==> config.mk <==
export PLATFORM = sky130hd
export DESIGN_NAME = gpio_mux_bank
export DESIGN_NICKNAME = d
export VERILOG_FILES = /design/src/rtl/gpio_bank_pkg.sv /design/src/rtl/gpio_in_sync.sv /design/src/rtl/gpio_bank_regs.sv /design/src/rtl/gpio_pin_mux.sv /design/src/rtl/gpio_mux_bank.sv
export SDC_FILE = /design/constraint.sdc
export NUM_CORES = 1
export LEC_CHECK = 0
export BUFFER_PORTS_ARGS = -buffer_cell sky130_fd_sc_hd__buf_2
export CORE_AREA = 5 5 202 204
export CTS_CLUSTER_DIAMETER = 120
export DETAILED_ROUTE_END_ITERATION = 8
export DIE_AREA = 0 0 207 209
export GPL_TIMING_DRIVEN = 0
export PLACE_DENSITY = 0.71
export SYNTH_ARGS = -nofsm -noshare
export SYNTH_HDL_FRONTEND = slang
export SYNTH_SLANG_ARGS = --single-unit
==> constraint.sdc <==
create_clock -name clk -period 2.01 [get_ports clk]
set_input_delay 0.1005 -clock clk [delete_from_list [all_inputs] [get_ports clk]]
set_output_delay 0.1005 -clock clk [all_outputs]
set_load 0.03 [all_outputs]
==> src/rtl/gpio_bank_pkg.sv <==
package gpio_bank_pkg;
  localparam int ADDR_W = 4;

  localparam logic [ADDR_W-1:0] OFS_DATA     = 4'd0;
  localparam logic [ADDR_W-1:0] OFS_DSET     = 4'd1;
  localparam logic [ADDR_W-1:0] OFS_DCLR     = 4'd2;
  localparam logic [ADDR_W-1:0] OFS_DIR      = 4'd3;
  localparam logic [ADDR_W-1:0] OFS_DIRSET   = 4'd4;
  localparam logic [ADDR_W-1:0] OFS_DIRCLR   = 4'd5;
  localparam logic [ADDR_W-1:0] OFS_PULLOFF  = 4'd6;
  localparam logic [ADDR_W-1:0] OFS_SELA     = 4'd7;
  localparam logic [ADDR_W-1:0] OFS_SELB     = 4'd8;
  localparam logic [ADDR_W-1:0] OFS_KEEP     = 4'd9;
  localparam logic [ADDR_W-1:0] OFS_SLEW     = 4'd10;
  localparam logic [ADDR_W-1:0] OFS_DATA_REG = 4'd11;

  typedef enum logic [1:0] {
    OWN_GPIO = 2'd0,
    OWN_A    = 2'd1,
    OWN_B    = 2'd2,
    OWN_C    = 2'd3
  } owner_e;

  // Effective owner of one pin from its select bits and the override.
  function automatic owner_e pick_owner(input logic sel_a, input logic sel_b,
                                        input logic force_in, input logic keep);
    if (force_in && !keep) return OWN_GPIO;
    return owner_e'({sel_b, sel_a});
  endfunction

  // Write-one-to-act update of a bit vector.
  function automatic logic [31:0] set_clr(input logic [31:0] cur,
                                          input logic [31:0] set_m,
                                          input logic [31:0] clr_m);
    return (cur | set_m) & ~clr_m;
  endfunction
endpackage

==> src/rtl/gpio_in_sync.sv <==
module gpio_in_sync #(
  parameter int WIDTH  = 32,
  parameter int STAGES = 2
) (
  input  logic             clk,
  input  logic             rst_n,
  input  logic [WIDTH-1:0] d_in,
  output logic [WIDTH-1:0] q_out
);
  logic [WIDTH-1:0] stg [STAGES];

  generate
    for (genvar s = 0; s < STAGES; s++) begin : g_stage
      if (s == 0) begin : g_first
        always_ff @(posedge clk or negedge rst_n) begin
          if (!rst_n) stg[0] <= '0;
          else        stg[0] <= d_in;
        end
      end else begin : g_next
        always_ff @(posedge clk or negedge rst_n) begin
          if (!rst_n) stg[s] <= '0;
          else        stg[s] <= stg[s-1];
        end
      end
    end
  endgenerate

  assign q_out = stg[STAGES-1];

  // the first stage captures the pad level of the previous edge
  a_r10_first_stage: assert property (@(posedge clk) disable iff (!rst_n)
    1'b1 |=> stg[0] == $past(d_in));
endmodule

==> src/rtl/gpio_bank_regs.sv <==
module gpio_bank_regs
  import gpio_bank_pkg::*;
#(
  parameter int NPINS = 32
) (
  input  logic              clk,
  input  logic              rst_n,
  input  logic              wr_en,
  input  logic [ADDR_W-1:0] addr,
  input  logic [NPINS-1:0]  wdata,
  input  logic [NPINS-1:0]  pins_sync,
  output logic [NPINS-1:0]  rdata,
  output logic [NPINS-1:0]  data_q,
  output logic [NPINS-1:0]  dir_q,
  output logic [NPINS-1:0]  pull_off_q,
  output logic [NPINS-1:0]  sel_a_q,
  output logic [NPINS-1:0]  sel_b_q,
  output logic [NPINS-1:0]  keep_q,
  output logic [NPINS-1:0]  slew_q
);
  logic [NPINS-1:0] data_set, data_clr, dir_set, dir_clr;
  logic             hit_unmapped;

  always_comb begin
    data_set = '0;
    data_clr = '0;
    dir_set  = '0;
    dir_clr  = '0;
    if (wr_en) begin
      if (addr == OFS_DSET)   data_set = wdata;
      if (addr == OFS_DCLR)   data_clr = wdata;
      if (addr == OFS_DIRSET) dir_set  = wdata;
      if (addr == OFS_DIRCLR) dir_clr  = wdata;
    end
  end

  assign hit_unmapped = wr_en && (addr > OFS_DATA_REG);

  always_ff @(posedge clk or negedge rst_n) begin
    if (!rst_n) begin
      data_q     <= '0;
      dir_q      <= '0;
      pull_off_q <= '0;
      sel_a_q    <= '0;
      sel_b_q    <= '0;
      keep_q     <= '1;
      slew_q     <= '0;
    end else begin
      if (wr_en && addr == OFS_DATA) data_q <= wdata;
      else                           data_q <= set_clr(data_q, data_set, data_clr);
      if (wr_en && addr == OFS_DIR)  dir_q  <= wdata;
      else                           dir_q  <= set_clr(dir_q, dir_set, dir_clr);
      if (wr_en && addr == OFS_PULLOFF) pull_off_q <= wdata;
      if (wr_en && addr == OFS_SELA)    sel_a_q    <= wdata;
      if (wr_en && addr == OFS_SELB)    sel_b_q    <= wdata;
      if (wr_en && addr == OFS_KEEP)    keep_q     <= wdata;
      if (wr_en && addr == OFS_SLEW)    slew_q     <= wdata;
    end
  end

  always_comb begin
    case (addr)
      OFS_DATA:     rdata = pins_sync;
      OFS_DIR:      rdata = dir_q;
      OFS_PULLOFF:  rdata = pull_off_q;
      OFS_SELA:     rdata = sel_a_q;
      OFS_SELB:     rdata = sel_b_q;
      OFS_KEEP:     rdata = keep_q;
      OFS_SLEW:     rdata = slew_q;
      OFS_DATA_REG: rdata = data_q;
      default:      rdata = '0;
    endcase
  end

  // a set write ORs the written ones into the data register
  a_r2_data_set: assert property (@(posedge clk) disable iff (!rst_n)
    (wr_en && addr == OFS_DSET) |=> data_q == ($past(data_q) | $past(wdata)));
  // a clear write removes exactly the written ones
  a_r2_data_clr: assert property (@(posedge clk) disable iff (!rst_n)
    (wr_en && addr == OFS_DCLR) |=> data_q == ($past(data_q) & ~$past(wdata)));
  // direction set and clear
  a_r3_dir_set: assert property (@(posedge clk) disable iff (!rst_n)
    (wr_en && addr == OFS_DIRSET) |=> dir_q == ($past(dir_q) | $past(wdata)));
  a_r3_dir_clr: assert property (@(posedge clk) disable iff (!rst_n)
    (wr_en && addr == OFS_DIRCLR) |=> dir_q == ($past(dir_q) & ~$past(wdata)));
  // unmapped writes leave every register alone
  a_r11_unmapped: assert property (@(posedge clk) disable iff (!rst_n)
    hit_unmapped |=> ($stable(data_q) && $stable(dir_q) && $stable(pull_off_q) &&
                      $stable(sel_a_q) && $stable(sel_b_q) && $stable(keep_q) &&
                      $stable(slew_q)));
endmodule

==> src/rtl/gpio_pin_mux.sv <==
module gpio_pin_mux
  import gpio_bank_pkg::*;
(
  input  logic       sel_a,
  input  logic       sel_b,
  input  logic       force_in,
  input  logic       keep,
  input  logic       gpio_dir,
  input  logic       gpio_data,
  input  logic       pull_off,
  input  logic       a_oe,
  input  logic       a_out,
  input  logic       b_oe,
  input  logic       b_out,
  input  logic       c_oe,
  input  logic       c_out,
  output logic       oe,
  output logic       dout,
  output logic       pull_en,
  output logic       pull_up,
  output logic [1:0] owner
);
  owner_e own;

  always_comb begin
    own = pick_owner(sel_a, sel_b, force_in, keep);
    unique case (own)
      OWN_GPIO: begin oe = gpio_dir; dout = gpio_data; end
      OWN_A:    begin oe = a_oe;     dout = a_out;     end
      OWN_B:    begin oe = b_oe;     dout = b_out;     end
      default:  begin oe = c_oe;     dout = c_out;     end
    endcase
  end

  assign owner   = own;
  assign pull_en = !pull_off && !oe;
  assign pull_up = gpio_data;
endmodule

==> src/rtl/gpio_mux_bank.sv <==
module gpio_mux_bank
  import gpio_bank_pkg::*;
#(
  parameter int NPINS       = 32,
  parameter int SYNC_STAGES = 2
) (
  input  logic                 clk,
  input  logic                 rst_n,
  input  logic                 bus_wr,
  input  logic [ADDR_W-1:0]    bus_addr,
  input  logic [NPINS-1:0]     bus_wdata,
  output logic [NPINS-1:0]     bus_rdata,
  input  logic [NPINS-1:0]     pad_in,
  input  logic                 force_gpio,
  input  logic [NPINS-1:0]     alt_a_oe,
  input  logic [NPINS-1:0]     alt_a_out,
  input  logic [NPINS-1:0]     alt_b_oe,
  input  logic [NPINS-1:0]     alt_b_out,
  input  logic [NPINS-1:0]     alt_c_oe,
  input  logic [NPINS-1:0]     alt_c_out,
  output logic [NPINS-1:0]     pad_oe,
  output logic [NPINS-1:0]     pad_out,
  output logic [NPINS-1:0]     pad_pull_en,
  output logic [NPINS-1:0]     pad_pull_up,
  output logic [2*NPINS-1:0]   pad_owner,
  output logic [NPINS-1:0]     pad_slew
);
  logic [NPINS-1:0] pins_sync;
  logic [NPINS-1:0] data_q, dir_q, pull_off_q, sel_a_q, sel_b_q, keep_q, slew_q;
  logic [NPINS-1:0] not_gpio;   // pin currently held by a peripheral

  gpio_in_sync #(.WIDTH(NPINS), .STAGES(SYNC_STAGES)) u_sync (
    .clk(clk), .rst_n(rst_n), .d_in(pad_in), .q_out(pins_sync));

  gpio_bank_regs #(.NPINS(NPINS)) u_regs (
    .clk(clk), .rst_n(rst_n), .wr_en(bus_wr), .addr(bus_addr), .wdata(bus_wdata),
    .pins_sync(pins_sync), .rdata(bus_rdata), .data_q(data_q), .dir_q(dir_q),
    .pull_off_q(pull_off_q), .sel_a_q(sel_a_q), .sel_b_q(sel_b_q),
    .keep_q(keep_q), .slew_q(slew_q));

  generate
    for (genvar i = 0; i < NPINS; i++) begin : g_pin
      gpio_pin_mux u_mux (
        .sel_a(sel_a_q[i]), .sel_b(sel_b_q[i]), .force_in(force_gpio), .keep(keep_q[i]),
        .gpio_dir(dir_q[i]), .gpio_data(data_q[i]), .pull_off(pull_off_q[i]),
        .a_oe(alt_a_oe[i]), .a_out(alt_a_out[i]),
        .b_oe(alt_b_oe[i]), .b_out(alt_b_out[i]),
        .c_oe(alt_c_oe[i]), .c_out(alt_c_out[i]),
        .oe(pad_oe[i]), .dout(pad_out[i]), .pull_en(pad_pull_en[i]),
        .pull_up(pad_pull_up[i]), .owner(pad_owner[2*i+1:2*i]));
      assign not_gpio[i] = |pad_owner[2*i+1:2*i];
    end
  endgenerate

  assign pad_slew = slew_q;

  // with the override active no non-kept pin is held by a peripheral
  a_r7_force_gpio: assert property (@(posedge clk) disable iff (!rst_n)
    force_gpio |-> (not_gpio & ~keep_q) == '0);
  // GPIO-owned pins follow the direction and data registers
  a_r5_gpio_drive: assert property (@(posedge clk) disable iff (!rst_n)
    (((pad_oe ^ dir_q) | (pad_out ^ data_q)) & ~not_gpio) == '0);
  // a pull is never enabled on a driven pin
  a_r6_pull_input: assert property (@(posedge clk) disable iff (!rst_n)
    (pad_pull_en & pad_oe) == '0);
  // releasing the override restores the selected owners
  a_r8_release: assert property (@(posedge clk) disable iff (!rst_n)
    ($fell(force_gpio) && $stable(sel_a_q) && $stable(sel_b_q)) |->
      (not_gpio == (sel_a_q | sel_b_q)));
endmodule

==> out/qor.json <==
{
  "std_cell_rows": 73,
  "seqPwrFrac": 0.316,
  "timing.slew.headroom": 0.426,
  "die_area_sq_um": 43300,
  "die_width_um": 207,
  "syn-num-nets": 2066,
  "peakVddDrop_mv": 0.665,
  "final_cell_mix": "405 x sky130_fd_sc_hd__buf_2, 214 x sky130_fd_sc_hd__dfrtp_1, 180 x sky130_fd_sc_hd__buf_4",
  "share_clk_of_total_power": 0.237,
  "synthesis.instances": 1802,
  "detail-route-antenna-nets": 0,
  "min-delay-path-class": "in -> reg",
  "worst_slack_ns": -0.147,
  "max_freq_ghz": 0.464,
  "worst_skew_pair.late_latency_ns": 0.52,
  "report.final.slew_viol_count": 0,
  "cell_internal_pwr_mw": 16.3,
  "share_comb_of_total_power": 0.447,
  "synth_enable_flop_cells": 0,
  "yosysTopAreaCellShare": 0.358,
  "global_route.overflow_total": 0,
  "clock_skew_ns": 0.0104,
  "design.core.area_sq_um": 39100,
  "grt_antenna_before_repair": 9,
  "ctsRootBufferMaster": "sky130_fd_sc_hd__clkbuf_16",
  "wl_met1_mm": 29.9,
  "start_util": 0.458,
  "post-place-ws_ns": -0.669,
  "top_flip_flop_cell_by_instance_count_after_synthesis": "sky130_fd_sc_hd__dfrtp_1",
  "finalPower_mw": 26.8,
  "startpoint_type": "flip-flop",
  "netlist_top_cells_area": "sky130_fd_sc_hd__dfrtp_1 36%, sky130_fd_sc_hd__mux2_2 12%, sky130_fd_sc_hd__buf_4 5.8%, sky130_fd_sc_hd__dfstp_2 4.7%, sky130_fd_sc_hd__nor2b_1 4.7%",
  "via_count": 17500,
  "critical_path_peak_fanout": 2,
  "layoutNonFillerInstCount": 2938,
  "placed_cells": 2813,
  "post_route_cells_drive_above_1_share": 0.500,
  "buffers_from_clock_root_to_sink_at_most": 3,
  "tritoncts_buffers": 34,
  "synth.yosys.seq_area_share": 0.405,
  "p_per_area_nw_per_um2": 1090,
  "wire_length_of_the_first_global_routing_pass_mm": 110,
  "max-cap-violations": 0,
  "grt_pass1_vias": 17500,
  "dr.max_layer_used": "met5",
  "detail_route.drc_violations": 0,
  "wire_per_inst_um": 25.7,
  "detailed_place.area_sq_um": 21100,
  "die_h_um": 209,
  "cp_data_required_time_ns": 1.91,
  "fin_hold_ws_ns": 0.0116,
  "finalWirelength_mm": 75.6,
  "post_drt_via_cell_ratio": 5.94,
  "ys_ff_latch": 288,
  "dr.first_iter.drc_count": 1593,
  "timing.final.crit_share": 1.07,
  "dpl.hpwl_mm": 51.3,
  "grt_start_max_net_pins": 123,
  "cts_max_level": 2,
  "largest_area_contributor_in_the_netlist": "sky130_fd_sc_hd__dfrtp_1",
  "syn_area_sq_um": 17900,
  "nets": 2645,
  "synthArstFlopShare": 1.00,
  "most_common_cell_after_layout_fill_and_taps_aside": "sky130_fd_sc_hd__buf_2",
  "setup-tns-final_ns": -2.70,
  "setup_viol": 43,
  "cts.sink_count": 288,
  "finalCriticalPeriod_ns": 2.16,
  "leakagePower_nw": 11.1,
  "status": "finished with violations",
  "place.gp.congestion": 0.905,
  "worst_slew_pin_slew_ns": 0.861,
  "met2RoutedLength_mm": 36.0,
  "met3RoutedLength_mm": 6.36,
  "filler_cell_count": 3208,
  "power.switching_fraction": 0.389,
  "p_switching_mw": 10.4,
  "top_level_ports": 520,
  "yosys_warnings": 0,
  "finalHoldViolations": 0,
  "failing_checks": "setup timing",
  "worst-endpoint-arrival_ns": 2.06,
  "end_kind": "primary output",
  "post_synth_num_cell_types": 59,
  "grt_setup_unrepaired": "true",
  "area_growth_syn_to_layout_pct": 37.6,
  "timing_worst_setup_path_type": "reg -> out",
  "detailedRoute.firstPassIterationCount": 7,
  "syn_avg_cell_area_sq_um": 9.94,
  "cts.reportedPaths.clkPinSlew_ns": 0.06,
  "layout.core_utilization": 0.630,
  "fin_area_sq_um": 24600,
  "place.port_buffers": 484,
  "grt_overall_usage": 0.326,
  "cts_tree": "yes"
}
==> cell type report <==
cell class,instances,area (sq um),share of cell area
well taps,525,657,0.0267
multi-input cells,1234,9940,0.403
inverters,5,20.0,0.000812
plain buffers,176,1110,0.0451
repair buffers,642,4450,0.181
clock inverters,14,134,0.00543
clock buffers,48,1020,0.0413
diodes,6,15.0,0.000609
flip-flops and latches,288,7300,0.296
==> registers in the layout, summed over array words and instances, names as in the netlist <==
| signal | count |
|---|---|
| u_regs.data_q | 32 |
| u_regs.dir_q | 32 |
| u_regs.keep_q | 32 |
| u_regs.pull_off_q | 32 |
| u_regs.sel_a_q | 32 |
| u_regs.sel_b_q | 32 |
| u_regs.slew_q | 32 |
| u_sync.q_out | 32 |
| u_sync.stg | 32 |
==> layer usage <==
| layer | track usage | vias to the layer above |
|---|---|---|
| met5 | 0 | - |
| met2 | 0.539 | 979 |
| li1 | - | 7584 |
| met1 | 0.427 | 8674 |
| met4 | 0.120 | 6 |
| met3 | 0.0683 | 207 |
==> kinds of logic (layout without fill, tap and decap cells) <==
logic type / Yosys count / count (layout) / synth area share
AO/OA/AOI/OAI: 452 / 452 / 0.176
buffers and inverters: 280 / 885 / 0.0928
flip-flops: 288 / 288 / 0.405
multiplexers: 276 / 276 / 0.168
other: 0 / 6 / 0
AND/OR/NAND/NOR: 506 / 506 / 0.158
==> power by group through the flow <==
stage               Sequential [mW]  Combinational [mW]  Clock, mW
CTS                            8.32                11.4       6.39
detailed placement             8.15                10.2          0
global route                   8.60                12.6       6.61
floorplan                      8.03                7.27          0
finish                         8.46                11.9       6.34
global placement               8.09                10.0          0
==> final timing paths <==
| path | depth (start not counted) | slack (ns) | to | startpoint |
|---|---|---|---|---|
| min | 3 | 0.01 | u_regs.data_q[14] | bus_wdata[14] |
| min in group asynchronous | 2 | 0.12 | u_regs.sel_b_q[13] | rst_n |
| max | 6 | -0.15 | pad_pull_en[25] | u_regs.sel_a_q[25] |
| max in group asynchronous | 3 | 0.84 | u_regs.sel_a_q[22] | rst_n |
| max reg2reg | 4 | 0.92 | u_regs.data_q[12] | u_regs.data_q[12] |
| min reg2reg | 0 | 0.35 | u_sync.q_out[30] | u_sync.stg[62] |
==> cell usage after synthesis, drive strengths merged (17+ instances only) <==
master / number
nand3: 17
and2: 25
a32oi: 29
a22oi: 38
mux2: 194
o21ai: 87
dfrtp: 256
o22a: 25
a2111oi: 22
a211o: 27
mux2i: 82
o22ai: 24
nand3b: 23
nor2b: 134
nor3: 40
nor2: 109
and2b: 20
nand2: 50
buf: 183
a21oi: 94
nor3b: 26
clkbuf: 92
nand2b: 41
dfstp: 32
a22o: 53
==> what timing repair did <==
| item | in CTS | in global routing |
|---|---|---|
| pin swaps | 104 | 83 |
| gates cloned | 0 | 1 |
| endpoints found under the hold margin | 103 | 0 |
| buffers inserted | 91 | 17 |
| setup endpoints to repair | 138 | 113 |
| hold buffers | 47 | 0 |
| resized for setup | 383 | 157 |
==> critical path, stage by stage, from the launching register on <==
cell and delay [ns]:
sky130_fd_sc_hd__dfrtp_2 0.43, sky130_fd_sc_hd__mux2_4 0.30, sky130_fd_sc_hd__a32oi_1 0.15, sky130_fd_sc_hd__nor2_1 0.09, sky130_fd_sc_hd__a2111oi_2 0.26, sky130_fd_sc_hd__buf_4 0.18
sky130_fd_sc_hd__buf_6 0.12
Note: power is estimated with default switching activity, not from simulation.
